[src/rtl/nand_pf_pkg.sv]
package nand_pf_pkg;
  typedef enum logic [1:0] {
    PF_CFG1 = 2'd0,
    PF_CFG2 = 2'd1,
    PF_CTRL = 2'd2,
    PF_STAT = 2'd3
  } pf_reg_e;

  localparam int DIR_BIT      = 0;
  localparam int EN_BIT       = 7;
  localparam int THR_LSB      = 8;
  localparam int THR_W        = 7;
  localparam int CS_LSB       = 24;
  localparam int STAT_OCC_LSB = 24;
endpackage

[src/rtl/nand_pf_regs.sv]
module nand_pf_regs
  import nand_pf_pkg::*;
#(
  parameter int CNT_W   = 14,
  parameter int CS_W    = 3,
  parameter int THR_MAX = 64,
  parameter int OCC_W   = 7
) (
  input  logic             clk,
  input  logic             rst,
  input  logic             wr_en,
  input  logic             rd_en,
  input  logic [1:0]       addr,
  input  logic [31:0]      wdata,
  input  logic [CNT_W-1:0] rem,
  input  logic [OCC_W-1:0] occ,
  input  logic             fetch_done,
  output logic [31:0]      rdata,
  output logic             busy,
  output logic             start,
  output logic             abort,
  output logic [CNT_W-1:0] load_count
);
  logic             dir_q, en_q;
  logic [THR_W-1:0] thr_q;
  logic [CS_W-1:0]  cs_q;
  logic [31:0]      rd_n;
  logic             ctrl_wr, cfg1_ok;

  assign ctrl_wr = wr_en && (addr == PF_CTRL);
  assign start   = ctrl_wr && wdata[0] && !busy && en_q;
  assign abort   = ctrl_wr && !wdata[0];
  assign cfg1_ok = wdata[THR_LSB +: THR_W] <= THR_W'(THR_MAX);

  always_ff @(posedge clk) begin
    if (rst) begin
      dir_q      <= 1'b0;
      en_q       <= 1'b0;
      thr_q      <= '0;
      cs_q       <= '0;
      load_count <= '0;
      busy       <= 1'b0;
    end else begin
      if (wr_en && addr == PF_CFG1 && cfg1_ok) begin
        dir_q <= wdata[DIR_BIT];
        en_q  <= wdata[EN_BIT];
        thr_q <= wdata[THR_LSB +: THR_W];
        cs_q  <= wdata[CS_LSB +: CS_W];
      end
      if (wr_en && addr == PF_CFG2)
        load_count <= wdata[CNT_W-1:0];
      if (start)
        busy <= 1'b1;
      else if (abort || fetch_done)
        busy <= 1'b0;
    end
  end

  always_comb begin
    rd_n = '0;
    unique case (addr)
      PF_CFG1: begin
        rd_n[DIR_BIT]             = dir_q;
        rd_n[EN_BIT]              = en_q;
        rd_n[THR_LSB +: THR_W]    = thr_q;
        rd_n[CS_LSB +: CS_W]      = cs_q;
      end
      PF_CFG2: rd_n[CNT_W-1:0] = load_count;
      PF_CTRL: rd_n[0] = busy;
      PF_STAT: begin
        rd_n[CNT_W-1:0]               = rem;
        rd_n[STAT_OCC_LSB +: OCC_W]   = occ;
      end
      default: rd_n = '0;
    endcase
  end

  always_ff @(posedge clk) begin
    if (rst)        rdata <= '0;
    else if (rd_en) rdata <= rd_n;
  end
endmodule

[src/rtl/nand_pf_fetch.sv]
module nand_pf_fetch #(
  parameter int CNT_W      = 14,
  parameter int FIFO_BYTES = 64,
  parameter int OCC_W      = 7
) (
  input  logic             clk,
  input  logic             rst,
  input  logic             busy,
  input  logic             start,
  input  logic             abort,
  input  logic [CNT_W-1:0] load_count,
  input  logic [OCC_W-1:0] occ,
  output logic             strobe,
  output logic [CNT_W-1:0] rem,
  output logic             done
);
  assign strobe = busy && (rem != '0) && (occ < OCC_W'(FIFO_BYTES));
  assign done   = busy && (rem == '0);

  always_ff @(posedge clk) begin
    if (rst || abort) rem <= '0;
    else if (start)   rem <= load_count;
    else if (strobe)  rem <= rem - CNT_W'(1);
  end
endmodule

[src/rtl/nand_pf_fifo.sv]
module nand_pf_fifo #(
  parameter int FIFO_BYTES = 64,
  parameter int OCC_W      = 7
) (
  input  logic             clk,
  input  logic             rst,
  input  logic             flush,
  input  logic             push,
  input  logic [7:0]       push_byte,
  input  logic             pop,
  output logic [31:0]      pop_data,
  output logic [OCC_W-1:0] occ
);
  localparam int WORDS = FIFO_BYTES / 4;
  localparam int PTR_W = $clog2(WORDS);

  logic [31:0]      mem [WORDS];
  logic [PTR_W-1:0] wr_ptr, rd_ptr;
  logic [1:0]       lane;
  logic [23:0]      pack;
  logic             pop_ok, word_wr;

  assign pop_ok  = pop && (occ >= OCC_W'(4)) && !flush;
  assign word_wr = push && !flush && (lane == 2'd3);

  always_ff @(posedge clk) begin
    if (word_wr) mem[wr_ptr] <= {push_byte, pack};
  end

  always_ff @(posedge clk) begin
    if (rst)         pop_data <= '0;
    else if (pop_ok) pop_data <= mem[rd_ptr];
  end

  always_ff @(posedge clk) begin
    if (rst || flush) begin
      wr_ptr <= '0;
      rd_ptr <= '0;
      lane   <= '0;
      pack   <= '0;
      occ    <= '0;
    end else begin
      if (push) begin
        lane <= lane + 2'd1;
        if (lane != 2'd3) pack[lane*8 +: 8] <= push_byte;
        else              wr_ptr <= wr_ptr + PTR_W'(1);
      end
      if (pop_ok) rd_ptr <= rd_ptr + PTR_W'(1);
      occ <= occ + OCC_W'(push) - (pop_ok ? OCC_W'(4) : OCC_W'(0));
    end
  end
endmodule

[src/rtl/nand_pf_engine.sv]
module nand_pf_engine #(
  parameter int CNT_W      = 14,
  parameter int CS_W       = 3,
  parameter int THR_MAX    = 64,
  parameter int FIFO_BYTES = 64
) (
  input  logic        clk,
  input  logic        rst,
  input  logic        reg_wr_en,
  input  logic        reg_rd_en,
  input  logic [1:0]  reg_addr,
  input  logic [31:0] reg_wdata,
  output logic [31:0] reg_rdata,
  output logic        nd_rd_strobe,
  input  logic [7:0]  nd_rdata,
  input  logic        host_pop,
  output logic [31:0] host_data
);
  localparam int OCC_W = $clog2(FIFO_BYTES + 1);

  logic             busy, start, abort, done;
  logic [CNT_W-1:0] rem, load_count;
  logic [OCC_W-1:0] occ;

  nand_pf_regs #(.CNT_W(CNT_W), .CS_W(CS_W), .THR_MAX(THR_MAX), .OCC_W(OCC_W)) u_regs (
    .clk(clk), .rst(rst), .wr_en(reg_wr_en), .rd_en(reg_rd_en), .addr(reg_addr),
    .wdata(reg_wdata), .rem(rem), .occ(occ), .fetch_done(done), .rdata(reg_rdata),
    .busy(busy), .start(start), .abort(abort), .load_count(load_count)
  );

  nand_pf_fetch #(.CNT_W(CNT_W), .FIFO_BYTES(FIFO_BYTES), .OCC_W(OCC_W)) u_fetch (
    .clk(clk), .rst(rst), .busy(busy), .start(start), .abort(abort),
    .load_count(load_count), .occ(occ), .strobe(nd_rd_strobe), .rem(rem), .done(done)
  );

  nand_pf_fifo #(.FIFO_BYTES(FIFO_BYTES), .OCC_W(OCC_W)) u_fifo (
    .clk(clk), .rst(rst), .flush(start || abort), .push(nd_rd_strobe),
    .push_byte(nd_rdata), .pop(host_pop), .pop_data(host_data), .occ(occ)
  );
endmodule

[config.mk]
export PLATFORM = sky130hd
export DESIGN_NAME = nand_pf_engine
export DESIGN_NICKNAME = d
export VERILOG_FILES = /design/src/rtl/nand_pf_pkg.sv /design/src/rtl/nand_pf_regs.sv /design/src/rtl/nand_pf_fetch.sv /design/src/rtl/nand_pf_fifo.sv /design/src/rtl/nand_pf_engine.sv
export SDC_FILE = /design/constraint.sdc
export NUM_CORES = 1
export LEC_CHECK = 0
export ABC_CLOCK_PERIOD_IN_PS = 4550
export BUFFER_PORTS_ARGS = -buffer_cell sky130_fd_sc_hd__buf_2
export CORE_AREA = 2 2 210 253
export DETAILED_ROUTE_END_ITERATION = 6
export DIE_AREA = 0 0 212 255
export HOLD_SLACK_MARGIN = 0.06
export PLACE_DENSITY = 0.74
export SETUP_SLACK_MARGIN = 0.15
export SLEW_MARGIN = 10
export SYNTH_ARGS = -nofsm -noshare
export SYNTH_HDL_FRONTEND = slang
export SYNTH_SLANG_ARGS = --single-unit
[constraint.sdc]
create_clock -name clk -period 4.55 [get_ports clk]
set_input_delay 0.455 -clock clk [delete_from_list [all_inputs] [get_ports clk]]
set_output_delay 0.455 -clock clk [all_outputs]
set_load 0.03 [all_outputs]
==> results.toml <==
[timing]
fmax_mhz = 324
setup_viol = 0
fin_skew_ns = 0.0211
hold_ws_ns = 0.0837
fin_crit_ns = 3.09
slew_violations = 0
hold_viol_final = 0
post-route-period-util_pct = 67.8
rsz0062_at_grt = "false"
tns_ns = 0
worst_slew_pin_slew_ns = 1.09
slew_headroom_pct = 27.2

[pwr]
p_per_area_nw_per_um2 = 461
max-vdd-ir-drop_uv = 319
leakagePower_nw = 9.81

[cts]
cts-root-buf = "clkbuf_16"
ctsLongestPathBuffers = 3
clock_latency_ns = 0.63
htreeDepth = 2
clock-sinks = 648
cts_buffers = 59
post_cts_buffers = 0
cts_tree = "yes"
path_clk_slew_ns = 0.07

[die]
initial_core_util_pct = 49.1
die_x_um = 212
die_height_um = 255
dieArea_um2 = 54100
rows = 92
coreArea_um2 = 51900
ios = 112

[routing]
drcViolationCount = 1
drt_first_pass_iters = 7
wl_per_cell_um = 23.1
via_per_inst = 5.88
drtIter0Drc = 1203
vias = 14400
ant_nets = 0
drt_wl_total_um = 56700

[setup_path]
path_cells = "inv_1 -> ha_1 -> nor3b_2 -> a41oi_2 -> nand3_1 -> nor2_4 -> buf_4"
critical_path_class = "reg2reg"
endpoint_kind = "flop"
crit_path_top_delay_cell = "nor2_4"
required_ns = 4.83
reg2reg_setup_slack_ns = 1.46
start_kind = "flop"
arrival_ns = 3.36
critPathMaxStageDelay_ns = 0.49
cp_max_fo = 24
reg2reg_from = "u_fetch.rem[0]$_SDFFE_PP0P_"
cp-startpoint = "u_fetch.rem[0]$_SDFFE_PP0P_"

[cells_and_area]
fin_util_pct = 55.5
areaGrowthSynthToFinish_pct = 12.9
fill_cells = 4030
final-seq-area_um2 = 18100
multi_input_area_um2 = 6990
fin_area_um2 = 28800
drive_above_1_share_pct = 20.1
layout.nets = 1775
final_common_cell = "edfxtp_1"
diodes = 0
mostFrequentLayoutCells = "edfxtp_1 (512), dfxtp_1 (133), nor2_1 (125)"
finalNonFillerCells = 2454

[grt]
grt_max_degree = 83
grt_overflow = 0
grt.total_usage_pct = 21.2
antenna_found_initial = 2
grt_first_pass_wirelength_um = 85900
grt_pass1_vias = 14600

[status]
run_status = "complete, but fails checks"
violations = "design-rule violations"

[logic_synthesis]
yosysWarnings = 0
synth-simple-area-share_pct = 5.88
avgSynthCellArea_um2 = 15.9
yosys-mux-area-fraction_pct = 11.7
synth_top_area_cell = "edfxtp_1"
synth-adder-area-share_pct = 1.42
synth_area_um2 = 25500
synthArstFlopShare_pct = 0
yosysTopAreaCellShare_pct = 60.3
synth_edf_count = 512
synth_top_family_by_area = "multiplexers"
ys_top_cells_by_area = "edfxtp_1 (60%), dfxtp_1 (11%), mux4_2 (5.7%)"
netlist-cell-type-count = 60
synthXorXnorAreaFrac_pct = 0.412
ys_ff_latch = 648
ys.flop_type = "edfxtp_1"
seq_area_frac_synth_pct = 71.0
netlist_instances = 1608
synth-compound-area-share_pct = 7.29

[placement]
hpwlAfterDp_um = 32600
post_dp_cell_area_um2 = 26800
gp_congestion = 0.808
numPortBuffers = 87
dp_cells = 2341

[run]
drv_cap = 0

[worst_hold_path]
hold_start = "reg_wdata[4]"
holdCritPathClass = "in2reg"
[cell type report]
type | instances | share of cell area (%)
inverters | 18 | 0.235
repair buffers | 127 | 2.84
flip-flops and latches | 648 | 62.9
clock buffers | 90 | 6.06
clock inverters | 21 | 0.621
well taps | 705 | 3.06
multi-input cells | 845 | 24.3
[state kept, by name, summed over array words and instances, names as in the netlist, 7 cells and up]
name / count
u_fifo.pop_data: 32
u_regs.rdata: 22
u_fetch.rem: 14
u_regs.load_count: 14
u_fifo.pack: 24
u_fifo.mem: 512
u_fifo.occ: 7
u_regs.thr_q: 7
[worst max-delay path, delay by kind of cell (launching register included)]
| family | cells | cell delay, ns |
|---|---|---|
| AND/OR/NAND/NOR | 3 | 1.11 |
| buffers and inverters | 2 | 0.56 |
| flip-flops | 1 | 0.48 |
| AO/OA/AOI/OAI | 1 | 0.34 |
| adder cells (fa/ha/maj) | 1 | 0.22 |
[synth_stat cells, types with 3 or more instances]
master	count
edfxtp_1	512
ha_1	29
dfxtp_1	136
or2_2	7
o221ai_1	16
buf_4	23
clkbuf_1	61
or3_1	4
nand2b_1	13
xnor2_1	10
buf_2	15
nor2b_1	3
a311oi_1	17
nor2_1	144
mux4_2	64
nand2_1	71
buf_1	6
a222oi_1	8
a31oi_1	5
o211ai_1	17
nand3_1	34
a22oi_1	25
mux2_2	32
o21ai_0	45
nor3_1	21
inv_1	16
o31ai_1	3
mux2i_1	119
a221oi_1	17
a221o_1	15
a211oi_1	12
a32o_1	16
a21oi_1	53
[where the power goes]
| group | internal, mW | leakage (nW) | switching (mW) |
|---|---|---|---|
| clock network | 2.76 | 0.936 | 2.11 |
| logic | 0.760 | 2.78 | 1.03 |
| registers | 6.44 | 6.09 | 0.185 |
| total | 9.96 | 9.81 | 3.32 |
[final timing paths]
check                                                         end  cells after the start
worst max-delay path                  u_fifo.mem[7][16]$_DFFE_PP_                      7
worst min-delay path            u_regs.load_count[4]$_SDFFE_PP0P_                      3
worst max register to register        u_fifo.mem[7][16]$_DFFE_PP_                      7
worst min register to register  u_regs.load_count[4]$_SDFFE_PP0P_                      2
[routing by layer]
metal	part of all wire [%]	up-vias	global-route usage [%]	wire length (µm)
li1	-	6460	-	-
met1	40	7293	27.1	22800
met2	50	553	36.6	28400
met3	6.7	127	3.95	3800
met4	3.0	4	7.24	1680
met5	0.037	-	0	21
[timing repair]
item | in CTS | in global routing
setup endpoints to repair | 0 | 0
gates resized for setup | 0 | 0
endpoints found under the hold margin | 2 | 0
hold buffers | 2 | 0
[metrics by stage]
stage          power, mW  worst slack [ns]
3_5_place_dp        8.55              1.47
2_1_floorplan       8.09              1.09
5_1_grt             13.7              1.20
4_1_cts             13.4              1.46
6_report            13.3              1.46
3_3_place_gp        8.52              1.49
[logic make-up (layout without fill, tap and decap cells)]
kind of cell,count (synthesis),count (layout)
xor gates and xnor gates,12,12
muxes,215,215
AOI/OAI and AO/OA,258,258
buffers and inverters,124,256
other,1,10
DFF,648,648
and+or+nand+nor,321,321
adders and majority gates,29,29
(Power assumes the default switching activity.)
